## config.mk

```make
export PLATFORM = sky130hd
export DESIGN_NAME = pteg_walker
export DESIGN_NICKNAME = d
export VERILOG_FILES = /design/src/rtl/pteg_walker_pkg.sv /design/src/rtl/pteg_hash.sv /design/src/rtl/pteg_addr_gen.sv /design/src/rtl/pteg_match.sv /design/src/rtl/pteg_walker.sv
export SDC_FILE = /design/constraint.sdc
export NUM_CORES = 1
export LEC_CHECK = 0
export CAP_MARGIN = 10
export CORE_ASPECT_RATIO = 0.6
export CORE_MARGIN = 2
export CORE_UTILIZATION = 50
export DETAILED_ROUTE_END_ITERATION = 8
export DONT_BUFFER_PORTS = 1
export GPL_TIMING_DRIVEN = 0
export PLACE_DENSITY = 0.68
export SYNTH_ARGS = -nofsm -noshare
export SYNTH_HDL_FRONTEND = slang
export SYNTH_SLANG_ARGS = --single-unit
```

## constraint.sdc

```tcl
create_clock -name clk -period 1.45 [get_ports clk]
set_input_delay 0.2175 -clock clk [delete_from_list [all_inputs] [get_ports clk]]
set_output_delay 0.2175 -clock clk [all_outputs]
set_load 0.05 [all_outputs]
```

## src/rtl/pteg_walker_pkg.sv

```systemverilog
package pteg_walker_pkg;
   typedef enum logic [1:0] {
      WS_IDLE  = 2'd0,
      WS_ISSUE = 2'd1,
      WS_WAIT  = 2'd2
   } walk_state_t;

   localparam int unsigned ENTRY_W     = 64;
   localparam int unsigned ENTRY_SHIFT = 3;
endpackage

```

## src/rtl/pteg_hash.sv

```systemverilog
module pteg_hash #(
   parameter int unsigned VSID_W = 24,
   parameter int unsigned PIDX_W = 16,
   parameter int unsigned HASH_W = 19
) (
   input  logic [VSID_W-1:0] vsid,
   input  logic [PIDX_W-1:0] pidx,
   input  logic              secondary,
   output logic [HASH_W-1:0] hash
);
   if (HASH_W < PIDX_W) begin : g_bad_width
      $error("hash narrower than page index");
   end
   if (VSID_W < HASH_W) begin : g_bad_vsid
      $error("segment identifier narrower than hash");
   end

   logic [HASH_W-1:0] raw;

   for (genvar b = 0; b < HASH_W; b++) begin : g_bit
      if (b < PIDX_W) begin : g_mix
         assign raw[b] = vsid[b] ^ pidx[b];
      end else begin : g_pass
         assign raw[b] = vsid[b];
      end
   end

   assign hash = raw ^ {HASH_W{secondary}};
endmodule

```

## src/rtl/pteg_addr_gen.sv

```systemverilog
module pteg_addr_gen #(
   parameter int unsigned PA_W        = 32,
   parameter int unsigned HASH_W      = 19,
   parameter int unsigned IDX_W       = 3,
   parameter int unsigned ENTRY_SHIFT = 3
) (
   input  logic [PA_W-1:0]   base,
   input  logic [HASH_W-1:0] mask,
   input  logic [HASH_W-1:0] hash,
   input  logic [IDX_W-1:0]  idx,
   output logic [PA_W-1:0]   addr
);
   localparam int unsigned GROUP_SHIFT = IDX_W + ENTRY_SHIFT;

   if (HASH_W + GROUP_SHIFT > PA_W) begin : g_bad_pa
      $error("address too narrow for hash and group offset");
   end

   logic [PA_W-1:0] grp_off;
   logic [PA_W-1:0] ent_off;

   always_comb begin
      grp_off = '0;
      grp_off[GROUP_SHIFT +: HASH_W] = hash & mask;
      ent_off = '0;
      ent_off[ENTRY_SHIFT +: IDX_W]  = idx;
   end

   assign addr = base | grp_off | ent_off;
endmodule

```

## src/rtl/pteg_match.sv

```systemverilog
module pteg_match #(
   parameter int unsigned ENTRY_W = 64,
   parameter int unsigned VSID_W  = 24,
   parameter int unsigned API_W   = 6,
   parameter int unsigned RPN_W   = 20
) (
   input  logic [ENTRY_W-1:0] entry,
   input  logic [VSID_W-1:0]  vsid,
   input  logic [API_W-1:0]   api,
   input  logic               pass,
   output logic               match,
   output logic [RPN_W-1:0]   rpn
);
   localparam int unsigned V_BIT    = ENTRY_W - 1;
   localparam int unsigned VSID_TOP = V_BIT - 1;
   localparam int unsigned HSEL_BIT = VSID_TOP - VSID_W;
   localparam int unsigned API_TOP  = HSEL_BIT - 1;
   localparam int unsigned RPN_TOP  = API_TOP - API_W;

   if (1 + VSID_W + 1 + API_W + RPN_W > ENTRY_W) begin : g_bad_entry
      $error("entry fields do not fit");
   end

   logic vsid_eq, api_eq;
   assign vsid_eq = entry[VSID_TOP -: VSID_W] == vsid;
   assign api_eq  = entry[API_TOP -: API_W] == api;
   assign match   = entry[V_BIT] & (entry[HSEL_BIT] == pass) & vsid_eq & api_eq;
   assign rpn     = entry[RPN_TOP -: RPN_W];
endmodule

```

## src/rtl/pteg_walker.sv

```systemverilog
module pteg_walker
   import pteg_walker_pkg::*;
#(
   parameter int unsigned PA_W    = 32,
   parameter int unsigned VSID_W  = 24,
   parameter int unsigned PIDX_W  = 16,
   parameter int unsigned HASH_W  = 19,
   parameter int unsigned API_W   = 6,
   parameter int unsigned RPN_W   = 20,
   parameter int unsigned ENTRIES = 8
) (
   input  logic                clk,
   input  logic                rst_n,
   input  logic                req_valid,
   input  logic [VSID_W-1:0]   req_vsid,
   input  logic [PIDX_W-1:0]   req_pidx,
   input  logic [PA_W-1:0]     tbl_base,
   input  logic [HASH_W-1:0]   tbl_mask,
   output logic                busy,
   output logic                rd_req,
   output logic [PA_W-1:0]     rd_addr,
   input  logic                rd_rsp_valid,
   input  logic [ENTRY_W-1:0]  rd_rsp_data,
   output logic                done,
   output logic                hit,
   output logic [RPN_W-1:0]    hit_rpn
);
   localparam int unsigned IDX_W    = $clog2(ENTRIES);
   localparam logic [IDX_W-1:0] LAST_IDX = IDX_W'(ENTRIES - 1);

   if ((1 << IDX_W) != ENTRIES) begin : g_bad_entries
      $error("entries per group must be a power of two");
   end
   if (API_W > PIDX_W) begin : g_bad_api
      $error("abbreviated index wider than page index");
   end

   walk_state_t          state_q;
   logic [VSID_W-1:0]    vsid_q;
   logic [PIDX_W-1:0]    pidx_q;
   logic [PA_W-1:0]      base_q;
   logic [HASH_W-1:0]    mask_q;
   logic                 pass_q;
   logic [IDX_W-1:0]     idx_q;
   logic                 done_q, hit_q;
   logic [RPN_W-1:0]     rpn_q;

   logic [HASH_W-1:0]    hash;
   logic                 ent_match;
   logic [RPN_W-1:0]     ent_rpn;

   pteg_hash #(
      .VSID_W (VSID_W),
      .PIDX_W (PIDX_W),
      .HASH_W (HASH_W)
   ) u_hash (
      .vsid      (vsid_q),
      .pidx      (pidx_q),
      .secondary (pass_q),
      .hash      (hash)
   );

   pteg_addr_gen #(
      .PA_W        (PA_W),
      .HASH_W      (HASH_W),
      .IDX_W       (IDX_W),
      .ENTRY_SHIFT (ENTRY_SHIFT)
   ) u_addr (
      .base (base_q),
      .mask (mask_q),
      .hash (hash),
      .idx  (idx_q),
      .addr (rd_addr)
   );

   pteg_match #(
      .ENTRY_W (ENTRY_W),
      .VSID_W  (VSID_W),
      .API_W   (API_W),
      .RPN_W   (RPN_W)
   ) u_match (
      .entry (rd_rsp_data),
      .vsid  (vsid_q),
      .api   (pidx_q[PIDX_W-1 -: API_W]),
      .pass  (pass_q),
      .match (ent_match),
      .rpn   (ent_rpn)
   );

   always_ff @(posedge clk) begin
      if (!rst_n) begin
         state_q <= WS_IDLE;
         vsid_q  <= '0;
         pidx_q  <= '0;
         base_q  <= '0;
         mask_q  <= '0;
         pass_q  <= 1'b0;
         idx_q   <= '0;
         done_q  <= 1'b0;
         hit_q   <= 1'b0;
         rpn_q   <= '0;
      end else begin
         done_q <= 1'b0;
         hit_q  <= 1'b0;
         unique case (state_q)
            WS_IDLE: begin
               if (req_valid) begin
                  vsid_q  <= req_vsid;
                  pidx_q  <= req_pidx;
                  base_q  <= tbl_base;
                  mask_q  <= tbl_mask;
                  pass_q  <= 1'b0;
                  idx_q   <= '0;
                  state_q <= WS_ISSUE;
               end
            end
            WS_ISSUE: state_q <= WS_WAIT;
            WS_WAIT: begin
               if (rd_rsp_valid) begin
                  if (ent_match) begin
                     done_q  <= 1'b1;
                     hit_q   <= 1'b1;
                     rpn_q   <= ent_rpn;
                     state_q <= WS_IDLE;
                  end else if (idx_q != LAST_IDX) begin
                     idx_q   <= idx_q + 1'b1;
                     state_q <= WS_ISSUE;
                  end else if (!pass_q) begin
                     pass_q  <= 1'b1;
                     idx_q   <= '0;
                     state_q <= WS_ISSUE;
                  end else begin
                     done_q  <= 1'b1;
                     state_q <= WS_IDLE;
                  end
               end
            end
            default: state_q <= WS_IDLE;
         endcase
      end
   end

   assign busy    = state_q != WS_IDLE;
   assign rd_req  = state_q == WS_ISSUE;
   assign done    = done_q;
   assign hit     = hit_q;
   assign hit_rpn = rpn_q;
endmodule

```

==> metrics.cfg <==
[outcome]
outcome = complete, but fails checks
failed_checks = negative setup slack

[die]
ios = 215
num_rows = 28
die_h_um = 83.6
start_util_pct = 52.5
coreArea_um2 = 10100
die_w_um = 137
die-area_um2 = 11400

[routing]
drt-pass1-iter-count = 7
drtIter0Drc = 796
num_vias = 6289
wire_per_inst_um = 26.0
drc_errors = 0
routed_wl_um = 25300
viasPerCell = 6.46
ant_nets = 0

[clock_network]
h-tree-depth = 4
clock_sinks = 119
clkSlewWorstSetupHoldPaths_ns = 0.06
cts_buffers = 17
cts_tree = yes
clock_latency_ns = 0.43
root_buffer = clkbuf_16
clockBufferDepth = 2

[layout]
final_layout_size_suffix_gt1_share_pct = 31.5
area_delta_synth_final_pct = 68.4
stdcell_area_um2 = 8880
nNetsFinal = 983

[logic_synthesis]
synth_cells = 654
syn_area_per_cell_um2 = 8.07
syn_nets = 815
seq_area_frac_synth_pct = 45.2
ys_warn_count = 0
synth_cell_types = 31
synth_area_um2 = 5280
ys_ff_latch = 119

[critical_path]
crit_path_end_kind = register
cp_max_fo = 5
timing.setup.critical_path_class = reg -> reg
cp.required_ns = 1.79
timing.rr.start = vsid_q[12]
startpoint = vsid_q[12]
startpoint_type = register
cp.arrival_ns = 2.30

[global_routing]
grt_first_pass_wirelength_um = 31200
grt_pass1_vias = 5789
grt_max_degree = 17
grt_usage_pct = 36.0
overflow = 0
antenna_found_initial = 3

[hold_path]
hold_path.class = in -> reg
worstHoldStart = rd_rsp_valid

[placement]
place_area_um2 = 5510
numPortBuffers = 0
post-dp-hpwl_um = 11900
place_congestion = 0.918

[power_and_ir_drop]
total_power_mw = 9.90
leakage_nw = 3.39
ir_drop_mv = 1.03
power_per_cell_area_nw_per_um2 = 1110

[sta]
worst_pin_slew_ns = 0.691
fin_ws_ns = -0.515
max_freq_mhz = 509
final-hold-violation-count = 0
drv_slew = 0
fin_crit_sh_pct = 135
hold_slack_ns = 0.146
fin_crit_ns = 1.96
rsz0062_at_grt = true
relSlewSlack_pct = 53.9
setup_violations = 83
fin_skew_ns = 0.0103

[job]
cap_violations = 0

-- worst paths after layout --
check	to	slack, ns	depth (start not counted)
min reg2reg	base_q[0]	0.45	2
min	hit_rpn[19]	0.15	3
max	hit_rpn[10]	-0.51	7
max reg2reg	hit_rpn[10]	-0.51	7
-- what timing repair did --
item | in CTS | in global routing
hold endpoints to repair | 114 | 0
cloned | 8 | 1
resized for setup | 214 | 101
pin swaps | 82 | 43
endpoints found under the setup margin | 140 | 134
setup buffers | 17 | 14
hold buffers | 112 | 0
-- placed cells by master (no fill, tap or decap), drive strengths merged, types with 4 or more instances in the layout --
cell,netlist,final
nand4,25,25
nand2,193,193
buf,24,77
clkinvlp,0,6
a21o,19,19
or2,4,4
dlygate4sd3,0,112
xnor2,35,35
clkinv,0,6
a21oi,114,114
dfxtp,119,119
xor2,31,31
o31ai,20,20
nor2,5,5
nor4,8,8
clkbuf,36,39
-- power breakdown --
part	total, mW	internal, mW	switching (mW)
sequential	3.67	3.45	0.219
clock	4.26	2.56	1.70
combinational	1.98	0.851	1.13
total	9.90	6.86	3.05
-- cell type report --
type                    instances  area (um^2)
multi-input cells             473         3640
well taps                     135          169
fillers                       434         1170
clock buffers                  19          443
inverters                       2         11.3
diodes                          3         7.51
clock inverters                13          131
repair buffers                150         1520
plain buffers                  59          513
flip-flops and latches        119         2450
-- kinds of logic after synthesis --
logic type      count (synthesis)  share of synthesized area, %
compound gates                162                          17.6
xor+xnor                       66                          11.0
fa+ha+maj                       2                         0.474
buf+inv                        62                          6.12
flops                         119                          45.2
simple gates                  243                          19.7
-- worst max-delay path, cell delays in order, from the launching register on --
cell and delay [ns]:
dfxtp_4 0.34, xor2_1 0.17, nor4_2 0.41, and4_4 0.34, buf_8 0.15, buf_6 0.13
nand4_1 0.12, a21oi_1 0.21
-- sequential cells by signal (all words and copies together) (netlist names) --
signal   count
hit_rpn     20
hit          1
state_q      2
pass_q       1
idx_q        3
mask_q      19
vsid_q      24
done         1
base_q      32
pidx_q      16
-- cell usage after synthesis --
master,instances,share of area [%]
nand2_1,193,14
dfxtp_1,119,45
a21oi_1,114,11
clkbuf_1,35,2.5
xnor2_1,35,5.8
xor2_1,31,5.1
nand4_1,25,3.0
o31ai_1,20,2.8
a21o_1,19,2.7
buf_4,11,1.6
buf_2,8,0.76
nor4_1,7,0.83
buf_6,5,1.1
nor2_1,5,0.36
a31oi_1,3,0.36
and4_1,3,0.50
or2_2,3,0.36
a211o_1,2,0.33
ha_1,2,0.47
nor2b_1,2,0.24
o21ai_0,2,0.19
a221oi_1,1,0.17
and2_0,1,0.12
clkbuf_2,1,0.095
inv_1,1,0.071
inv_2,1,0.071
nand2b_1,1,0.12
nor3b_1,1,0.14
nor4_2,1,0.24
o211a_1,1,0.19
or2_1,1,0.12
-- through the flow --
stage          instances  worst slack (ns)  setup TNS [ns]  utilization [%]
2_1_floorplan        654            -0.120           -2.67                -
3_3_place_gp         789            -0.540          -54.28             54.8
3_5_place_dp         789            -0.553          -59.41             54.8
4_1_cts              957            -0.312          -11.40             83.5
5_1_grt              973            -0.605          -20.64             88.4
6_report             973            -0.515          -18.30             88.4
-- layer usage --
| metal | share of wire [%] | routed length (um) | global-route usage (%) |
|---|---|---|---|
| met5 | 0 | 0 | 0 |
| met4 | 7.5 | 1890 | 17.0 |
| met3 | 11 | 2730 | 11.1 |
| met2 | 45 | 11500 | 58.2 |
| met1 | 36 | 9200 | 43.8 |
Note: power is estimated with default switching activity, not from simulation.
